File: src/rtl/pt_walk_pkg.sv
// Package: shared constants and state type for the page table walker.
// Assumes 32-bit descriptors whose low flag bits carry fixed meanings.
package pt_walk_pkg;
    localparam int unsigned DESC_W    = 32;
    localparam int unsigned ADDR_W    = 32;
    // Descriptor flag bit positions
    localparam int unsigned F_RESIDENT = 0;
    localparam int unsigned F_VALID    = 1;
    localparam int unsigned F_WPROT    = 2;
    localparam int unsigned F_USED     = 3;
    localparam int unsigned F_MOD      = 4;
    // Table geometry
    localparam int unsigned UPPER_BASE_LSB = 9;   // root and pointer table base
    localparam int unsigned PAGE4_BASE_LSB = 8;   // page table base, 4 KB pages
    localparam int unsigned PAGE8_BASE_LSB = 7;   // page table base, 8 KB pages
    localparam int unsigned ROOT_IDX_LSB   = 25;
    localparam int unsigned PTR_IDX_LSB    = 18;
    localparam int unsigned PAGE4_IDX_LSB  = 12;
    localparam int unsigned PAGE8_IDX_LSB  = 13;
    localparam int unsigned PTR_IDX_W      = ROOT_IDX_LSB - PTR_IDX_LSB;
    localparam int unsigned ROOT_IDX_W     = ADDR_W - ROOT_IDX_LSB;
    localparam int unsigned PAGE4_IDX_W    = PTR_IDX_LSB - PAGE4_IDX_LSB;
    localparam int unsigned PAGE8_IDX_W    = PTR_IDX_LSB - PAGE8_IDX_LSB;
    localparam logic [1:0]  KIND_INDIRECT  = 2'b10;

    typedef enum logic [3:0] {
        ST_IDLE,
        ST_ROOT_RD,
        ST_ROOT_WB,
        ST_PTR_RD,
        ST_PTR_WB,
        ST_PAGE_RD,
        ST_IND_RD,
        ST_PAGE_WB,
        ST_DONE
    } walk_state_e;
endpackage

File: src/rtl/pt_addr_gen.sv
// Module: forms the root, pointer and page descriptor addresses.
// Assumes word-aligned descriptors; the page index width follows page_8k.
module pt_addr_gen
    import pt_walk_pkg::*;
(
    input  logic [ADDR_W-1:0] vaddr,
    input  logic [DESC_W-1:0] root_ptr,
    input  logic [DESC_W-1:0] root_desc,
    input  logic [DESC_W-1:0] ptr_desc,
    input  logic              page_8k,
    output logic [ADDR_W-1:0] root_ea,
    output logic [ADDR_W-1:0] ptr_ea,
    output logic [ADDR_W-1:0] page_ea
);
    logic [ADDR_W-1:0] page4_ea;
    logic [ADDR_W-1:0] page8_ea;

    // Upper-level addresses: table base joined to the address index
    always_comb begin
        root_ea = {root_ptr[DESC_W-1:UPPER_BASE_LSB],
                   vaddr[ADDR_W-1:ROOT_IDX_LSB], 2'b00};
        ptr_ea  = {root_desc[DESC_W-1:UPPER_BASE_LSB],
                   vaddr[ROOT_IDX_LSB-1:PTR_IDX_LSB], 2'b00};
    end

    // Page-level address candidates, one for each page size
    always_comb begin
        page4_ea = {ptr_desc[DESC_W-1:PAGE4_BASE_LSB],
                    vaddr[PTR_IDX_LSB-1:PAGE4_IDX_LSB], 2'b00};
        page8_ea = {ptr_desc[DESC_W-1:PAGE8_BASE_LSB],
                    vaddr[PTR_IDX_LSB-1:PAGE8_IDX_LSB], 2'b00};
    end

    // Select the page-level address for the configured page size
    always_comb begin
        page_ea = page_8k ? page8_ea : page4_ea;
    end
endmodule

File: src/rtl/pt_flag_update.sv
// Module: merges gathered write-protect into a resident leaf and sets the
// used and modified flags for the access type. Flags a needed write-back.
// Assumes the caller uses the result only for resident leaves.
module pt_flag_update
    import pt_walk_pkg::*;
(
    input  logic [DESC_W-1:0] leaf_in,
    input  logic              wp_acc,
    input  logic              is_write,
    output logic [DESC_W-1:0] leaf_out,
    output logic              need_wb
);
    logic [DESC_W-1:0] merged;

    // Fold the upper-level protection into the leaf
    always_comb begin
        merged           = leaf_in;
        merged[F_WPROT]  = leaf_in[F_WPROT] | wp_acc;
    end

    // Set the access flags and detect a change
    always_comb begin
        leaf_out          = merged;
        leaf_out[F_USED]  = 1'b1;
        if (is_write && !merged[F_WPROT]) begin
            leaf_out[F_MOD] = 1'b1;
        end
        need_wb = (leaf_out != merged);
    end
endmodule

File: src/rtl/pt_walker.sv
// Module: three-level table walker with indirect leaves and flag write-back.
// Assumes one outstanding request, page_8k and root pointers stable during a
// walk, and a memory port that answers only while mem_valid is high.
module pt_walker
    import pt_walk_pkg::*;
(
    input  logic              clk,
    input  logic              rst_n,
    input  logic              req_valid,
    output logic              req_ready,
    input  logic [ADDR_W-1:0] req_addr,
    input  logic              req_super,
    input  logic              req_write,
    input  logic              page_8k,
    input  logic [DESC_W-1:0] sup_root,
    input  logic [DESC_W-1:0] usr_root,
    output logic              busy,
    output logic              done,
    output logic [DESC_W-1:0] res_desc,
    output logic              res_invalid,
    output logic              mem_valid,
    output logic              mem_we,
    output logic [ADDR_W-1:0] mem_addr,
    output logic [DESC_W-1:0] mem_wdata,
    input  logic              mem_ready,
    input  logic [DESC_W-1:0] mem_rdata,
    input  logic              mem_err
);
    walk_state_e       state_q;
    logic [ADDR_W-1:0] vaddr_q;
    logic              super_q;
    logic              write_q;
    logic [DESC_W-1:0] root_desc_q;
    logic [DESC_W-1:0] ptr_desc_q;
    logic [ADDR_W-1:0] cur_addr_q;
    logic [DESC_W-1:0] wdata_q;
    logic              wp_q;
    logic [DESC_W-1:0] res_desc_q;
    logic              res_inv_q;

    logic [ADDR_W-1:0] vaddr_sel;
    logic [DESC_W-1:0] root_sel;
    logic [DESC_W-1:0] root_desc_sel;
    logic [DESC_W-1:0] ptr_desc_sel;
    logic [ADDR_W-1:0] root_ea;
    logic [ADDR_W-1:0] ptr_ea;
    logic [ADDR_W-1:0] page_ea;
    logic [DESC_W-1:0] leaf_upd;
    logic              leaf_need_wb;
    logic              xfer;
    logic              is_rd_state;
    logic              is_wb_state;
    logic              accept;

    // Address sources: live request while idle, fresh read data at each level
    always_comb begin
        vaddr_sel     = (state_q == ST_IDLE) ? req_addr : vaddr_q;
        root_sel      = req_super ? sup_root : usr_root;
        root_desc_sel = (state_q == ST_ROOT_RD) ? mem_rdata : root_desc_q;
        ptr_desc_sel  = (state_q == ST_PTR_RD)  ? mem_rdata : ptr_desc_q;
    end

    pt_addr_gen i_addr_gen (
        .vaddr     (vaddr_sel),
        .root_ptr  (root_sel),
        .root_desc (root_desc_sel),
        .ptr_desc  (ptr_desc_sel),
        .page_8k   (page_8k),
        .root_ea   (root_ea),
        .ptr_ea    (ptr_ea),
        .page_ea   (page_ea)
    );

    pt_flag_update i_flag_update (
        .leaf_in   (mem_rdata),
        .wp_acc    (wp_q),
        .is_write  (write_q),
        .leaf_out  (leaf_upd),
        .need_wb   (leaf_need_wb)
    );

    // Decode the memory-facing state groups
    always_comb begin
        is_rd_state = (state_q == ST_ROOT_RD) || (state_q == ST_PTR_RD) ||
                      (state_q == ST_PAGE_RD) || (state_q == ST_IND_RD);
        is_wb_state = (state_q == ST_ROOT_WB) || (state_q == ST_PTR_WB) ||
                      (state_q == ST_PAGE_WB);
        xfer        = (is_rd_state || is_wb_state) && mem_ready;
        accept      = (state_q == ST_IDLE) && req_valid;
    end

    // Drive the outward ports from registered state
    always_comb begin
        req_ready   = (state_q == ST_IDLE);
        busy        = (state_q != ST_IDLE);
        done        = (state_q == ST_DONE);
        mem_valid   = is_rd_state || is_wb_state;
        mem_we      = is_wb_state;
        mem_addr    = cur_addr_q;
        mem_wdata   = wdata_q;
        res_desc    = res_desc_q;
        res_invalid = res_inv_q;
    end

    // Walk sequencer: level reads, flag write-backs and result capture
    always_ff @(posedge clk) begin
        if (!rst_n) begin
            state_q     <= ST_IDLE;
            vaddr_q     <= '0;
            super_q     <= 1'b0;
            write_q     <= 1'b0;
            root_desc_q <= '0;
            ptr_desc_q  <= '0;
            cur_addr_q  <= '0;
            wdata_q     <= '0;
            wp_q        <= 1'b0;
            res_desc_q  <= '0;
            res_inv_q   <= 1'b0;
        end else begin
            case (state_q)
                ST_IDLE: begin
                    if (accept) begin
                        vaddr_q    <= req_addr;
                        super_q    <= req_super;
                        write_q    <= req_write;
                        wp_q       <= 1'b0;
                        cur_addr_q <= root_ea;
                        state_q    <= ST_ROOT_RD;
                    end
                end
                ST_ROOT_RD: begin
                    if (xfer) begin
                        if (mem_err || !mem_rdata[F_VALID]) begin
                            res_desc_q <= '0;
                            res_inv_q  <= 1'b1;
                            state_q    <= ST_DONE;
                        end else begin
                            root_desc_q <= mem_rdata;
                            wp_q        <= mem_rdata[F_WPROT];
                            if (!mem_rdata[F_USED]) begin
                                wdata_q         <= mem_rdata | (DESC_W'(1) << F_USED);
                                state_q         <= ST_ROOT_WB;
                            end else begin
                                cur_addr_q <= ptr_ea;
                                state_q    <= ST_PTR_RD;
                            end
                        end
                    end
                end
                ST_ROOT_WB: begin
                    if (xfer) begin
                        if (mem_err) begin
                            res_desc_q <= '0;
                            res_inv_q  <= 1'b1;
                            state_q    <= ST_DONE;
                        end else begin
                            cur_addr_q <= ptr_ea;
                            state_q    <= ST_PTR_RD;
                        end
                    end
                end
                ST_PTR_RD: begin
                    if (xfer) begin
                        if (mem_err || !mem_rdata[F_VALID]) begin
                            res_desc_q <= '0;
                            res_inv_q  <= 1'b1;
                            state_q    <= ST_DONE;
                        end else begin
                            ptr_desc_q <= mem_rdata;
                            wp_q       <= wp_q | mem_rdata[F_WPROT];
                            if (!mem_rdata[F_USED]) begin
                                wdata_q <= mem_rdata | (DESC_W'(1) << F_USED);
                                state_q <= ST_PTR_WB;
                            end else begin
                                cur_addr_q <= page_ea;
                                state_q    <= ST_PAGE_RD;
                            end
                        end
                    end
                end
                ST_PTR_WB: begin
                    if (xfer) begin
                        if (mem_err) begin
                            res_desc_q <= '0;
                            res_inv_q  <= 1'b1;
                            state_q    <= ST_DONE;
                        end else begin
                            cur_addr_q <= page_ea;
                            state_q    <= ST_PAGE_RD;
                        end
                    end
                end
                ST_PAGE_RD, ST_IND_RD: begin
                    if (xfer) begin
                        if (mem_err) begin
                            res_desc_q <= '0;
                            res_inv_q  <= 1'b1;
                            state_q    <= ST_DONE;
                        end else if ((state_q == ST_PAGE_RD) &&
                                     (mem_rdata[1:0] == KIND_INDIRECT)) begin
                            cur_addr_q <= {mem_rdata[ADDR_W-1:2], 2'b00};
                            state_q    <= ST_IND_RD;
                        end else if (!mem_rdata[F_RESIDENT]) begin
                            res_desc_q <= mem_rdata;
                            res_inv_q  <= 1'b1;
                            state_q    <= ST_DONE;
                        end else if (leaf_need_wb) begin
                            wdata_q <= leaf_upd;
                            state_q <= ST_PAGE_WB;
                        end else begin
                            res_desc_q <= leaf_upd;
                            res_inv_q  <= 1'b0;
                            state_q    <= ST_DONE;
                        end
                    end
                end
                ST_PAGE_WB: begin
                    if (xfer) begin
                        if (mem_err) begin
                            res_desc_q <= '0;
                            res_inv_q  <= 1'b1;
                        end else begin
                            res_desc_q <= wdata_q;
                            res_inv_q  <= 1'b0;
                        end
                        state_q <= ST_DONE;
                    end
                end
                ST_DONE: begin
                    state_q <= ST_IDLE;
                end
                default: begin
                    state_q <= ST_IDLE;
                end
            endcase
        end
    end
endmodule

File: config.mk
export PLATFORM = sky130hd
export DESIGN_NAME = pt_walker
export DESIGN_NICKNAME = d
export VERILOG_FILES = /design/src/rtl/pt_walk_pkg.sv /design/src/rtl/pt_addr_gen.sv /design/src/rtl/pt_flag_update.sv /design/src/rtl/pt_walker.sv
export SDC_FILE = /design/constraint.sdc
export NUM_CORES = 1
export LEC_CHECK = 0
export BUFFER_PORTS_ARGS = -buffer_cell sky130_fd_sc_hd__buf_2
export CAP_MARGIN = 20
export CORE_MARGIN = 3
export CORE_UTILIZATION = 48
export CTS_CLUSTER_SIZE = 12
export DETAILED_ROUTE_END_ITERATION = 8
export HOLD_SLACK_MARGIN = 0.15
export PLACE_DENSITY = 0.77
export SLEW_MARGIN = 20
export SYNTH_ARGS = -nofsm -noshare
export SYNTH_HDL_FRONTEND = slang
export SYNTH_SLANG_ARGS = --single-unit
File: constraint.sdc
create_clock -name clk -period 1.6 [get_ports clk]
set_input_delay 0.08 -clock clk [delete_from_list [all_inputs] [get_ports clk]]
set_output_delay 0.08 -clock clk [all_outputs]
set_load 0.02 [all_outputs]
; Word-level counts from Yosys, hierarchy flattened
; Cells that the tools add are included.
[totals]
register_bits = 199
input_bits = 136
out_inout_bits = 102
word_cells = 156
[classes]
n_eq_ne = 36
muxes = 78
n_bitwise = 2
reduce_logical = 30
[ops]
columns = op, count
row1 = 32-bit 2-to-1 mux, 37
row2 = 32-bit one-hot mux with 6 select lines, 1
row3 = 32-bit one-hot mux with 4 select lines, 1
row4 = 32-bit one-hot mux with 2 select lines, 1
row5 = 4-bit 2-to-1 mux, 15
row6 = "2-bit inequality test, second input constant", 18
row7 = 4-bit one-hot mux with 7 select lines, 1
row8 = 1-bit 2-to-1 mux, 19
row9 = 9-bit AND reduction, 2
row10 = "4-bit by 3-bit == test with 1-bit output, second input constant", 4
row11 = 15-bit AND reduction, 1
row12 = "2-bit by 1-bit inequality test with 1-bit output, second input constant", 6
row13 = "4-bit by 2-bit == test with 1-bit output, second input constant", 2
row14 = 8-bit 2-to-1 mux, 1
row15 = 4-bit nonzero test, 2
row16 = 1-bit logical OR, 7
row17 = 7-bit AND reduction, 1
row18 = 3-bit AND reduction, 2
row19 = 6-bit AND reduction, 1
row20 = 6-bit nonzero test, 1
row21 = 2-bit OR reduction, 3
row22 = "4-bit by 1-bit == test with 1-bit output, second input constant", 1
row23 = "4-bit == test, second input constant", 1
row24 = 1-bit logical AND, 4
row25 = other kinds (13), 14

; Logic depth before layout (Yosys ltp)
[logic_depth]
ltp_word = 11
ltp_mapped = 9
depth_no_buf = 6

; Cells and area by module
; A second synthesis with hierarchy kept.
[hier_totals]
cells_unflattened = 1379
hier_area_um2 = 11730.0
[modules_own_cells]
columns = mod, n_inst, cells_per_inst, area_per_inst_um2, seq_area_each_um2
row1 = pt_walker, 1, 1245, 10686.5, 3983.8
row2 = pt_addr_gen, 1, 98, 780.7, 0.0
row3 = pt_flag_update, 1, 36, 262.8, 0.0

; Worst setup path before layout
; OpenSTA, ideal clock, no wires.
[synth_path]
kind = register to register
from = reg state_q[2]
to = reg cur_addr_q[4] (netlist: mem_addr[4])
setup_time_ps = 119
t_arrival_ps = 1874
t_required_ps = 1481
slack_ps = -393
path_stages_with_launch = 9
path_buffers = 2
period_less_slack_ps = 1993
path_cell_list = dfxtp_1 buf_2 nor2_1 nand2_1 inv_1 buf_4 mux2i_1 o22ai_1 o221a_2
[synth_between]
elab_cells_between_ends = 48
classes_between = eq/ne: 21 / mux: 14 / reduce/logical: 13
[synth_rtl]
columns = element, line_no
row1 = "start, declared", pt_walker.sv:29  ; walk_state_e state_q;
row2 = "start signal, assigned", pt_walker.sv:108  ; state_q <= ST_IDLE;
row3 = "start signal, assigned", pt_walker.sv:128  ; state_q <= ST_ROOT_RD;
row4 = "start signal, assigned", pt_walker.sv:136  ; state_q <= ST_DONE;
row5 = 4-bit zero test (*), -
row6 = via req_ready, pt_walker.sv:10  ; output logic req_ready,
row7 = 32-bit 2-to-1 mux, pt_walker.sv:57  ; vaddr_sel = (state_q == ST_IDLE) ? req_addr : vaddr_q;
row8 = 8-bit 2-to-1 mux, pt_addr_gen.sv:36  ; page_ea = page_8k ? page8_ea : page4_ea;
row9 = 32-bit 2-to-1 mux, pt_walker.sv:171  ; if (!mem_rdata[F_USED]) begin
row10 = 32-bit 2-to-1 mux, pt_walker.sv:164  ; if (mem_err || !mem_rdata[F_VALID]) begin
row11 = 32-bit 2-to-1 mux, pt_walker.sv:163  ; if (xfer) begin
row12 = 32-bit one-hot mux with 6 select lines, pt_walker.sv:120  ; case (state_q)
row13 = "end signal, assigned", pt_walker.sv:127  ; cur_addr_q <= root_ea;
row14 = "end signal, assigned", pt_walker.sv:175  ; cur_addr_q <= page_ea;
row15 = "end signal, assigned", pt_walker.sv:188  ; cur_addr_q <= page_ea;
row16 = "end, declared", pt_walker.sv:35  ; logic [ADDR_W-1:0] cur_addr_q;
; The timed path passes the listed nets; every way through them passes the cells marked *. The select of a mux whose other input is x is not followed.
; A chain may end at the register's enable or synchronous reset.

; Worst setup path after layout
[layout_path]
from = reg state_q[1]
to = reg cur_addr_q[3] (netlist: mem_addr[3])
[layout_between]
elab_chain_cells = 8
elab_cells_between_ends = 48
classes_between = eq/ne: 21 / mux: 14 / reduce/logical: 13
[layout_lines]
columns = element, line_no
row1 = 4-bit by 1-bit == test with 1-bit output or 4-bit by 2-bit == test with 1-bit output (tied branches), "pt_walker.sv:84, pt_walker.sv:120"
row2 = 1-bit logical OR (2 in a row), pt_walker.sv:84  ; is_rd_state = (state_q == ST_ROOT_RD) || (state_q == ST_PTR_RD) ||
row3 = 1-bit logical OR, pt_walker.sv:85  ; (state_q == ST_PAGE_RD) || (state_q == ST_IND_RD);
row4 = 1-bit logical OR, pt_walker.sv:88  ; xfer = (is_rd_state || is_wb_state) && mem_ready;
row5 = 1-bit logical AND, pt_walker.sv:88
row6 = 2-bit inequality test (no line), -
row7 = 15-bit AND reduction (no line), -
row8 = "end signal, assigned", pt_walker.sv:127
row9 = "end signal, assigned", pt_walker.sv:144  ; cur_addr_q <= ptr_ea;
row10 = "end signal, assigned", pt_walker.sv:157  ; cur_addr_q <= ptr_ea;
; Several ways; a longest one is shown, not always the timed one. The select of a mux whose other input is x is not followed.

==> key figures <==
Logic synthesis
  • Post-synth ARST share: 0%
  • Synthesized cell area: 0.00841 mm²
  • Synth area leader: dfxtp_1
  • Synth Instances: slightly above 1k
  • Main area contributors after synthesis: dfxtp_1 40%, nand2_1 8.3%, mux2i_1 6.8%, a21oi_1 6.2%, nand3_1 3.5%
  • EDFF count, synth: 0
  • Seq cells post-synth: 169
  • Distinct cells, synth: about 60
  • Syn avg cell area: slightly above 8 µm²
  • Top_reg_cell synth: dfxtp_1
  • Most common cell in the synthesized netlist: nand2_1
  • Warnings from Yosys: 0
  • Sequential cell area fraction in the yosys report: just over 40%
  • Post-synth top cells: 186 x nand2_1, 169 x dfxtp_1, 104 x a21oi_1
  • Yosys top cell area share: approximately two fifths

Worst setup path
  • CP cell instances: buf_12 -> buf_12 -> xnor2_4 -> buf_4 -> nor3_1 -> a221oi_1 -> o21ai_0 -> o221a_2
  • Kind of end point of the critical path: flop
  • Slowest stage delay, CP: around 0.38 ns
  • Kind of critical path: reg2reg
  • Crit path top cell by count: buf_12
  • Worst Path Max Fanout: 7
  • CP Buf/Inv Count: 3
  • Crit-path slowest cell: dfxtp_4
  • CP required: between 1.5 and 2 ns
  • Top delay family on crit path: compound AO/OA/AOI/OAI gates
  • Critical Path AT: around 2.2 ns
  • Worst setup SP type: flop

Placed design
  • Pre-CTS setup slack: -0.232 ns
  • Port Buffer Count: slightly above 200
  • Placed Area: 0.0104 mm²
  • Post-DP HPWL: between 15,000 and 20,000 µm
  • GPL Wtd Cong: ~0.94

STA
  • Slew Limit Fails: 0
  • Tmin final: between 1.5 and 2 ns
  • Post-route setup slack: -0.315 ns
  • Final hold violation count: 0
  • Clock Skew: 0.00805 ns
  • RSZ-0062 raised after global routing: yes
  • Max Fclk: roughly 520 MHz
  • Final period util: 120%
  • Hold_ws: 0.152 ns
  • Endpoints failing setup: ~150

Worst hold path
  • Type of the tightest min-delay check: in2reg

Finish
  • FILL cells: approximately 1.1k
  • Area growth from synthesis to layout: 49.2%
  • Final nets: between 1k and 1.5k
  • Design area: 0.0126 mm²
  • Fraction of layout cells with a size suffix above 1: 38.8%

Status
  • Failing checks: setup timing
  • Outcome: complete, but fails checks

Pwr
  • Peak VDD IR: approximately 0.00081 V
  • Leak: 5.07 nW
  • Int Power: ~0.012 W
  • Pwr dens: roughly 1600 mW/mm²
  • Combinational Power Share: 52.7%
  • Switching share of power: between 40% and 50%
  • Switch Pwr: about 0.008 W
  • Clk pwr share: 20.9%
  • Reg power frac: around a quarter

Route
  • Vias per cell: about 6
  • WL final: 31,900 µm
  • DRC Markers: 0
  • Initial DRC Count: between 1k and 1.5k
  • Total iterations of the first detailed-routing run: 6
  • Final ANT Viol Nets: 0
  • Via Count: between 9k and 10k
  • WL/cell: slightly above 20 µm

Floorplan
  • I/O pin count: 238
  • Die Span X: roughly 140 µm
  • Die ar.: about 0.019 mm²
  • Core Region: 0.0169 mm²
  • Die height: 138 µm
  • Initial cell density of the core: 49.8%
  • Placement Rows: 47

GRT
  • First-pass GRT wire length: around 48,000 µm
  • Vias in the first global route: between 9k and 10k
  • GRT Total Usage: 30.1%
  • Largest net degree at the start of global routing: 46
  • GR Overflow Total: 0
  • Initial antenna violation count: 0

Clock network
  • Clock Sink Count: 169
  • H-tree depth: 4
  • Clk_lat worst skew: 0.43 ns
  • Inserted Clock Buffers: 17
  • Clk slew on worst S/H paths: approximately 0.070 ns
  • CTS Buffer Depth: 2
  • CTS Root Cell: clkbuf_16
  • CTS tree: built

Run
  • Max-Cap Viols: 0
## power groups by stage
stage | registers, W | logic, W | clock network (W)
floorplan | 0.00558 | 0.00478 | 0
global placement | 0.00519 | 0.00779 | 0
detailed placement | 0.00520 | 0.00790 | 0
CTS | 0.00513 | 0.00914 | 0.00412
global route | 0.00525 | 0.0109 | 0.00432
finish | 0.00521 | 0.0104 | 0.00411
## per-layer routing
metal | wire (µm) | global-route usage (%) | vias up
met2 | 15100 | 49.3 | 609
met1 | 12800 | 39.7 | 4566
li1 | - | - | 4340
met4 | 1090 | 12.2 | 0
met5 | 0 | 0 | -
met3 | 2830 | 5.25 | 107
## cell families (layout without fill, tap and decap cells)
group                      after synthesis  count (layout)  share of synthesized area, %
and+or+nand+nor                        343             343                          18.3
AOI/OAI and AO/OA                      335             335                          26.9
DFF                                    169             169                          40.2
buffers and inverters                  112             436                          6.37
muxes                                   60              60                          7.19
adders and majority gates                5               5                         0.595
xor gates and xnor gates                 2               2                         0.431
other                                    1               3                        0.0446
## stage by stage
stage / util (%) / total power (W) / std cells / TNS [ns]
3_5_place_dp: 61.4 / 0.0131 / 1448 / -17.16
4_1_cts: 70.9 / 0.0184 / 1558 / -13.71
2_1_floorplan: - / 0.0104 / 1028 / -9.44
3_3_place_gp: 61.4 / 0.0130 / 1448 / -13.79
5_1_grt: 74.3 / 0.0205 / 1572 / -33.84
6_report: 74.4 / 0.0197 / 1573 / -24.30
## area by class of cell
class | instances | area, µm² | area share, %
Clock inverter | 11 | 113 | 0.897
Multi-Input combinational cell | 747 | 5120 | 40.8
Timing Repair Buffer | 394 | 3120 | 24.9
Tap cell | 220 | 275 | 2.19
Sequential cell | 169 | 3400 | 27.1
Inverter | 10 | 51.3 | 0.409
Clock buffer | 21 | 470 | 3.75
Antenna cell | 1 | 2.50 | 0.0199
## cell usage in the layout, fill, tap and decap left out, types with 4 or more instances in the layout
cell type      Yosys  layout
inv_1              9       6
nand2b_1          27      27
nand3_1           58      43
buf_6              6      30
dlygate4sd3_1      0      58
buf_12             0      20
o31ai_2            0      18
nand2_2            0      29
dfxtp_4            0       4
o22ai_1            9       7
nand2_1          186     156
clkbuf_16          0      22
nand3_2            0      15
buf_8              0       4
maj3_1             5       4
nor2_1            43      38
dfxtp_1          169     165
a22oi_1           31      31
mux2i_2            0       5
a21oi_2           16      29
o21ai_2            0       9
a221oi_1          28      26
a21oi_1          104      89
o211ai_1           7       7
a32oi_1           23      20
o21ai_0           57      33
o31ai_1           33      15
o221a_1            4       4
mux2i_1           57      52
o21ai_1            2      17
buf_2             23     201
buf_4             11      73
## worst min-delay path: cells and delay by family
kind            cells  cell delay [ns]
mux                 1             0.14
simple gates        1             0.08
compound gates      2             0.13
buf+inv             1             0.09
## registers in the layout, summed over array words and instances (netlist names)
name,flops
mem_wdata,32
root_desc_q,23
res_invalid,1
wp_q,1
write_q,1
state_q,4
mem_addr,30
vaddr_q,20
ptr_desc_q,25
res_desc,32
## path summary, 6_finish.rpt
check	start	to	slack (ns)	cells past startpoint
min	usr_root[16]	mem_addr[16]$_SDFFE_PN0P_	0.15	5
max reg2reg	state_q[1]$_SDFFE_PN0P_	mem_addr[3]$_SDFFE_PN0P_	-0.31	8
max	state_q[1]$_SDFFE_PN0P_	mem_addr[3]$_SDFFE_PN0P_	-0.31	8
min reg2reg	vaddr_q[21]$_SDFFE_PN0P_	vaddr_q[21]$_SDFFE_PN0P_	0.45	2
## repair_timing
item                                    CTS  global route
pin swaps                                27            29
endpoints found under the hold margin   138             0
hold buffers                             58             0
endpoints found under the setup margin  126           174
resized for setup                        80            95
cloned                                    6             6
setup buffers                            14             8
(Power assumes the default switching activity.)
